$ cat src/rtl/cs_pkg.sv
package cs_pkg;

    localparam int ADDR_W      = 24;
    localparam int DATA_W      = 16;
    localparam int PAGE_LSB    = 11;
    localparam int BASE_W      = ADDR_W - PAGE_LSB;
    localparam int IACK_TYPE_HI = 19;
    localparam int LVL_W       = 3;

    typedef enum logic [1:0] {
        LANE_OFF  = 2'd0,
        LANE_LO   = 2'd1,
        LANE_HI   = 2'd2,
        LANE_BOTH = 2'd3
    } lane_sel_e;

    typedef enum logic [1:0] {
        DIR_NONE = 2'd0,
        DIR_RD   = 2'd1,
        DIR_WR   = 2'd2,
        DIR_ANY  = 2'd3
    } dir_sel_e;

    typedef enum logic [1:0] {
        PIN_GPIO = 2'd0,
        PIN_ALT  = 2'd1,
        PIN_CS8  = 2'd2,
        PIN_CS16 = 2'd3
    } pin_fn_e;

    typedef enum logic [1:0] {
        SEL_BASE = 2'd0,
        SEL_OPT  = 2'd1,
        SEL_PIN  = 2'd2,
        SEL_NONE = 2'd3
    } reg_sel_e;

    localparam logic [1:0] SIZE_NONE = 2'b00;
    localparam logic [1:0] SIZE_8    = 2'b01;
    localparam logic [1:0] SIZE_16   = 2'b10;

    typedef struct packed {
        logic [BASE_W-1:0] addr;
        logic [2:0]        blk;
    } base_reg_t;

    typedef struct packed {
        logic [LVL_W-1:0] lvl;
        logic             autovec;
        dir_sel_e         dir;
        lane_sel_e        lanes;
    } opt_reg_t;

    localparam int OPT_W = $bits(opt_reg_t);

    function automatic int unsigned blk_shift(input logic [2:0] code);
        case (code)
            3'd0:    return 11;
            3'd1:    return 13;
            3'd2:    return 14;
            3'd3:    return 16;
            3'd4:    return 17;
            3'd5:    return 18;
            3'd6:    return 19;
            default: return 20;
        endcase
    endfunction

endpackage

$ cat src/rtl/cs_chan_match.sv
module cs_chan_match
    import cs_pkg::*;
(
    input  base_reg_t          base,
    input  opt_reg_t           opt,
    input  pin_fn_e            pin,
    input  logic               armed,
    input  logic [ADDR_W-1:0]  addr,
    input  logic               rd,
    input  logic               cpu_space,
    input  logic               lane_hi,
    input  logic               lane_lo,
    input  logic               ext_src,
    output logic               hit,
    output logic               auto_hit,
    output logic               wide
);
    logic [BASE_W-1:0] cmp_mask;
    logic              addr_ok;
    logic              dir_ok;
    logic              lane_ok;
    logic              pin_cs;
    logic              norm_hit;
    logic              iack_cyc;
    logic              iack_cfg;
    logic              iack_hit;
    lane_sel_e         vec_lane;

    always_comb begin
        for (int j = 0; j < BASE_W; j++) begin
            cmp_mask[j] = (j + PAGE_LSB) >= int'(blk_shift(base.blk));
        end
    end

    assign addr_ok = ((addr[ADDR_W-1:PAGE_LSB] ^ base.addr) & cmp_mask) == '0;

    always_comb begin
        case (opt.dir)
            DIR_RD:  dir_ok = rd;
            DIR_WR:  dir_ok = !rd;
            DIR_ANY: dir_ok = 1'b1;
            default: dir_ok = 1'b0;
        endcase
        case (opt.lanes)
            LANE_LO:   lane_ok = lane_lo;
            LANE_HI:   lane_ok = lane_hi;
            LANE_BOTH: lane_ok = lane_hi | lane_lo;
            default:   lane_ok = 1'b0;
        endcase
    end

    assign pin_cs   = (pin == PIN_CS8) || (pin == PIN_CS16);
    assign wide     = (pin == PIN_CS16);
    assign vec_lane = wide ? LANE_LO : LANE_HI;
    assign norm_hit = !cpu_space && addr_ok && dir_ok && lane_ok;

    assign iack_cyc = cpu_space && (&addr[IACK_TYPE_HI:4]) && addr[0];
    assign iack_cfg = (&base.addr[IACK_TYPE_HI-PAGE_LSB -: 4])
                   && (base.blk <= 3'd3)
                   && (opt.dir == DIR_RD)
                   && rd
                   && (opt.lanes == vec_lane)
                   && (addr[3:1] == opt.lvl)
                   && ext_src;
    assign iack_hit = iack_cyc && iack_cfg;

    assign hit      = armed && pin_cs && (norm_hit || iack_hit);
    assign auto_hit = armed && pin_cs && iack_hit && opt.autovec;

endmodule

$ cat src/rtl/cs_term_sel.sv
module cs_term_sel
    import cs_pkg::*;
#(
    parameter int NUM_CS = 4
) (
    input  logic [NUM_CS-1:0] hit,
    input  logic [NUM_CS-1:0] auto_hit,
    input  logic [NUM_CS-1:0] wide,
    output logic [1:0]        size_ack,
    output logic              avec
);
    always_comb begin
        size_ack = SIZE_NONE;
        avec     = 1'b0;
        for (int i = NUM_CS - 1; i >= 0; i--) begin
            if (hit[i]) begin
                avec     = auto_hit[i];
                size_ack = auto_hit[i] ? SIZE_NONE : (wide[i] ? SIZE_16 : SIZE_8);
            end
        end
    end
endmodule

$ cat src/rtl/cs_unit.sv
module cs_unit
    import cs_pkg::*;
#(
    parameter int NUM_CS = 4,
    localparam int CH_W  = (NUM_CS > 1) ? $clog2(NUM_CS) : 1
) (
    input  logic                  clk,
    input  logic                  rst_n,
    input  logic [NUM_CS-1:0]     strap_data,
    input  logic                  reg_wr_en,
    input  logic [1:0]            reg_wr_sel,
    input  logic [CH_W-1:0]       reg_wr_chan,
    input  logic [DATA_W-1:0]     reg_wr_data,
    input  logic                  cyc_start,
    input  logic [ADDR_W-1:0]     cyc_addr,
    input  logic                  cyc_read,
    input  logic                  cyc_cpu_space,
    input  logic                  cyc_lane_hi,
    input  logic                  cyc_lane_lo,
    input  logic                  ext_irq_source,
    output logic [NUM_CS-1:0]     cs_o,
    output logic [1:0]            dsack_o,
    output logic                  avec_o,
    output logic [2*NUM_CS-1:0]   pin_func_o
);
    typedef struct packed {
        base_reg_t [NUM_CS-1:0]  base;
        opt_reg_t  [NUM_CS-1:0]  opt;
        logic [NUM_CS-1:0][1:0]  pin;
        logic [NUM_CS-1:0]       base_wr;
        logic [NUM_CS-1:0]       opt_wr;
        logic [NUM_CS-1:0]       cs;
        logic [1:0]              dsack;
        logic                    avec;
    } state_t;

    state_t st_d, st_q, st_rst;

    logic [NUM_CS-1:0] hit_vec;
    logic [NUM_CS-1:0] auto_vec;
    logic [NUM_CS-1:0] wide_vec;
    logic [1:0]        term_size;
    logic              term_avec;

    for (genvar g = 0; g < NUM_CS; g++) begin : g_chan
        cs_chan_match i_match (
            .base      (st_q.base[g]),
            .opt       (st_q.opt[g]),
            .pin       (pin_fn_e'(st_q.pin[g])),
            .armed     (st_q.base_wr[g] & st_q.opt_wr[g]),
            .addr      (cyc_addr),
            .rd        (cyc_read),
            .cpu_space (cyc_cpu_space),
            .lane_hi   (cyc_lane_hi),
            .lane_lo   (cyc_lane_lo),
            .ext_src   (ext_irq_source),
            .hit       (hit_vec[g]),
            .auto_hit  (auto_vec[g]),
            .wide      (wide_vec[g])
        );
        assign pin_func_o[2*g +: 2] = st_q.pin[g];
    end

    cs_term_sel #(.NUM_CS(NUM_CS)) i_term (
        .hit      (hit_vec),
        .auto_hit (auto_vec),
        .wide     (wide_vec),
        .size_ack (term_size),
        .avec     (term_avec)
    );

    always_comb begin
        st_rst = '0;
        for (int i = 0; i < NUM_CS; i++) begin
            st_rst.pin[i] = {strap_data[i], 1'b1};
        end
    end

    always_comb begin
        st_d       = st_q;
        st_d.cs    = '0;
        st_d.dsack = SIZE_NONE;
        st_d.avec  = 1'b0;
        if (reg_wr_en) begin
            for (int i = 0; i < NUM_CS; i++) begin
                if (reg_wr_chan == CH_W'(i)) begin
                    case (reg_sel_e'(reg_wr_sel))
                        SEL_BASE: begin
                            st_d.base[i]    = base_reg_t'(reg_wr_data);
                            st_d.base_wr[i] = 1'b1;
                        end
                        SEL_OPT: begin
                            st_d.opt[i]    = opt_reg_t'(reg_wr_data[OPT_W-1:0]);
                            st_d.opt_wr[i] = 1'b1;
                        end
                        SEL_PIN:  st_d.pin[i] = reg_wr_data[1:0];
                        default:  ;
                    endcase
                end
            end
        end
        if (cyc_start) begin
            st_d.cs    = hit_vec;
            st_d.dsack = term_size;
            st_d.avec  = term_avec;
        end
    end

    always_ff @(posedge clk) begin
        if (!rst_n) st_q <= st_rst;
        else        st_q <= st_d;
    end

    assign cs_o    = st_q.cs;
    assign dsack_o = st_q.dsack;
    assign avec_o  = st_q.avec;

endmodule

$ cat config.mk
export PLATFORM = sky130hd
export DESIGN_NAME = cs_unit
export DESIGN_NICKNAME = d
export VERILOG_FILES = /design/src/rtl/cs_pkg.sv /design/src/rtl/cs_chan_match.sv /design/src/rtl/cs_term_sel.sv /design/src/rtl/cs_unit.sv
export SDC_FILE = /design/constraint.sdc
export NUM_CORES = 1
export LEC_CHECK = 0
export BUFFER_PORTS_ARGS = -buffer_cell sky130_fd_sc_hd__buf_2
export CAP_MARGIN = 20
export CORE_MARGIN = 8
export CORE_UTILIZATION = 43
export CTS_CLUSTER_SIZE = 14
export DETAILED_ROUTE_END_ITERATION = 8
export SLEW_MARGIN = 15
export SYNTH_ARGS = -nofsm -noshare
export SYNTH_HDL_FRONTEND = slang
export SYNTH_HIERARCHICAL = 1
export SYNTH_SLANG_ARGS = --single-unit
export TNS_END_PERCENT = 30
$ cat constraint.sdc
create_clock -name clk -period 3.8 [get_ports clk]
set_input_delay 0.19 -clock clk [delete_from_list [all_inputs] [get_ports clk]]
set_output_delay 0.19 -clock clk [all_outputs]
set_load 0.02 [all_outputs]
==> results by group <==
Critical path
  • Largest fanout on the critical path: 4
  • Required time worst endpoint: 4.16 ns
  • Worst Path Class, Setup: register to register
  • Arrival time reported for the critical path endpoint: around 3.0 ns
  • Crit end category: register
  • Crit path launch type: register

Yosys
  • Area fraction of the dominant cell type after synthesis: 0.383
  • Synthesized area: 0.00600 mm²
  • Fraction of synthesis flops using an asynchronous set or reset pin: 0
  • Post-Syn Area per Cell: 9.11 µm²
  • Most frequent cell after synthesis: nand2_1
  • Most area-consuming cells after synthesis: dfxtp_1 (38%), mux2i_1 (17%), nand2_1 (8.3%)
  • Number of synthesized register bits: 119
  • Leading post-synthesis cells by instance count: nand2_1 (133), dfxtp_1 (115), mux2i_1 (104)
  • Netlist cell types: 46
  • Net Count, Synth: slightly above 700
  • Post-synthesis instance total: 659
  • Seq/Total Area, Yosys: 0.404
  • Number of enable-type register cells in the synthesized netlist: 4
  • Dominant cell type by area after synthesis: dfxtp_1
  • Most common flop cell mapped by yosys: dfxtp_1
  • Total number of yosys warnings: 6

STA
  • Total negative slack for setup checks: 0 ns
  • Final slew viol count: 0
  • Setup repair after global routing missed its margin: no
  • Number of setup violations in the final report: 0
  • Fmax: 378 MHz
  • Actual transition at the worst max-transition pin: 1.05 ns
  • Layout Skew: 0.00685 ns
  • Max transition margin: 0.299
  • Hold violation total from the final report: 0
  • Post-route clock period utilization: 0.696
  • Minimum period implied by the final worst setup slack: 2.64 ns

Detailed routing
  • DRC errors left: 0
  • Iteration-0 DRC count of the detailed router: 387
  • Wire length after detailed routing: 16.8 mm
  • Final antenna-violating net count: 0
  • Routed length per placed instance: 18.6 µm
  • Via count: 4857
  • Avg Vias per Cell: 5.37
  • Iteration count of the initial detailed-routing pass: 4

Global routing
  • Global-route wire length before repair: between 20 and 30 mm
  • GR Layer Usage met3: 0.0471
  • Number of antenna violations at the first check in global routing: 0
  • Total congestion overflow after global routing: 0
  • Global-route layer with the greatest usage: met2
  • Global routing usage on met2: 0.310
  • GR Util met1: 0.237
  • Total global routing track utilization: 0.190
  • Pin count of the biggest net entering global routing: 55
  • Via count of the first global-routing pass: 4955

Placed design
  • Routability Congestion: 0.889
  • DPL Wire Length: 12.6 mm
  • Count of input and output buffers: 71
  • Area after DPL: 0.00639 mm²

CTS
  • Clock tree sinks: about 120
  • Clock latency at the later pin of the worst-skew pair: between 0.4 and 0.5 ns
  • Post-CTS Resized: 0
  • CTS max path bufs: 2
  • CTS clock-pin slew for the worst setup and hold paths: 0.05 ns
  • CTS tree: done
  • Setup repair bufs after CTS: 0
  • Num CTS Buffers: 17
  • Clock root buffer: clkbuf_16
  • Number of buffers inserted by hold repair at cts: 0
  • Max H-tree Level: 4

Outcome
  • Run status: finished, final reports clean

Die
  • Effective utilization at floorplan: 0.436
  • Die Y-Extent: 134 µm
  • FP Rows: between 40 and 50
  • I/O pin count: 72
  • Core Box Area: 0.0138 mm²
  • DIE AREA: 0.0180 mm²
  • Die X: around 130 µm

Hold path
  • Hold crit path type: primary input to register

Pwr
  • Power density over the cells: around 430 mW/mm²
  • Design Power: 2990 µW
  • Maximum vdd ir drop: 289 µV
  • Leakage: 0.00293 µW

Finish
  • Final net count: 770
  • Total area of multi-input combinational cells: 0.00332 mm²
  • Number of fill cells: between 1000 and 1500
  • Count of antenna diodes in the layout: 0
  • Signed area change from the synthesized netlist to the final layout: 15.5%
  • Area of all sequential standard cells: between 0.002 and 0.0025 mm²
  • Final design instance area without fill: 0.00693 mm²
  • Fraction of layout cells with a size suffix above 1: 0.160

Job
  • Max-Cap Viols: 0
## metrics by stage
stage          worst slack (ns)  hold slack (ns)   util  instances
2_1_floorplan              1.71            0.343      -        659
3_3_place_gp               1.32            0.434  0.464        873
3_5_place_dp               1.19            0.441  0.464        873
4_1_cts                    1.28           0.0737  0.503        903
5_1_grt                    1.15           0.0924  0.503        904
6_report                   1.16           0.0906  0.503        904
## flip-flops by register name (all words and copies together), names as in the netlist
| name | cells |
|---|---|
| st_q | 104 |
| dsack_o | 2 |
| avec_o | 1 |
| cs_o | 4 |
| pin_func_o | 8 |
## final cells by class
| class | instances | share of cell area |
|---|---|---|
| Clock inverter | 3 | 0.00217 |
| Clock buffer | 27 | 0.0755 |
| Inverter | 9 | 0.00487 |
| Tap cell | 180 | 0.0325 |
| Multi-Input combinational cell | 490 | 0.479 |
| Sequential cell | 119 | 0.349 |
| Timing Repair Buffer | 76 | 0.0570 |
## power by group
group | switching [µW] | internal (µW)
Sequential | 17.6 | 1280
Combinational | 148 | 88.8
Clock | 532 | 925
Total | 697 | 2290
## routing by layer
layer  part of all wire  wire length, µm
met4              0.016              261
met2               0.47             7890
met1               0.47             7830
met5                  0                0
met3              0.049              825
## worst max-delay path: stages (launching register included)
cell,delay (ns)
dfxtp_1,0.37
xnor2_1,0.16
a22oi_1,0.14
nor4_1,0.44
o2111ai_1,0.24
o21ai_0,0.41
nor4bb_1,0.37
a31oi_1,0.08
o31ai_1,0.21
and3_1,0.18
## kinds of logic (layout without fill, tap and decap cells)
logic type | Yosys count | in the layout | synth area share
and+or+nand+nor | 263 | 263 | 0.219
buffers and inverters | 50 | 115 | 0.0461
DFF | 119 | 119 | 0.404
muxes | 104 | 104 | 0.173
AOI/OAI and AO/OA | 59 | 59 | 0.0646
xor gates and xnor gates | 64 | 64 | 0.0934
## worst paths after layout
path,start,end,slack [ns],cells after the start
worst min-delay path,cyc_start,cs_o[1],0.09,2
worst min register to register,st_q[7],st_q[7],0.45,2
worst max register to register,st_q[114],dsack_o[1],1.16,9
worst max-delay path,st_q[114],dsack_o[1],1.16,9
## placed cells by master (no fill, tap or decap), types with 5 or more instances in the layout
master     Yosys  layout
nand2_1      133     133
dfxtp_1      115     115
mux2i_1      104     104
buf_2          5      70
xnor2_1       39      39
nor2_1        27      27
xor2_1        25      25
nand4_1       20      20
a21oi_1       17      17
clkbuf_16      0      17
and2_1        11      11
nand3_1       11      11
nor2b_1       11      10
inv_1          9       9
nor4_1         9       9
nand4b_1       8       8
and3_1         7       7
o21a_1         7       7
clkbuf_8       0       6
a31oi_1        6       6
o21ai_0        6       6
buf_4         15       6
o21bai_1       5       5
Note: power is estimated with default switching activity, not from simulation.
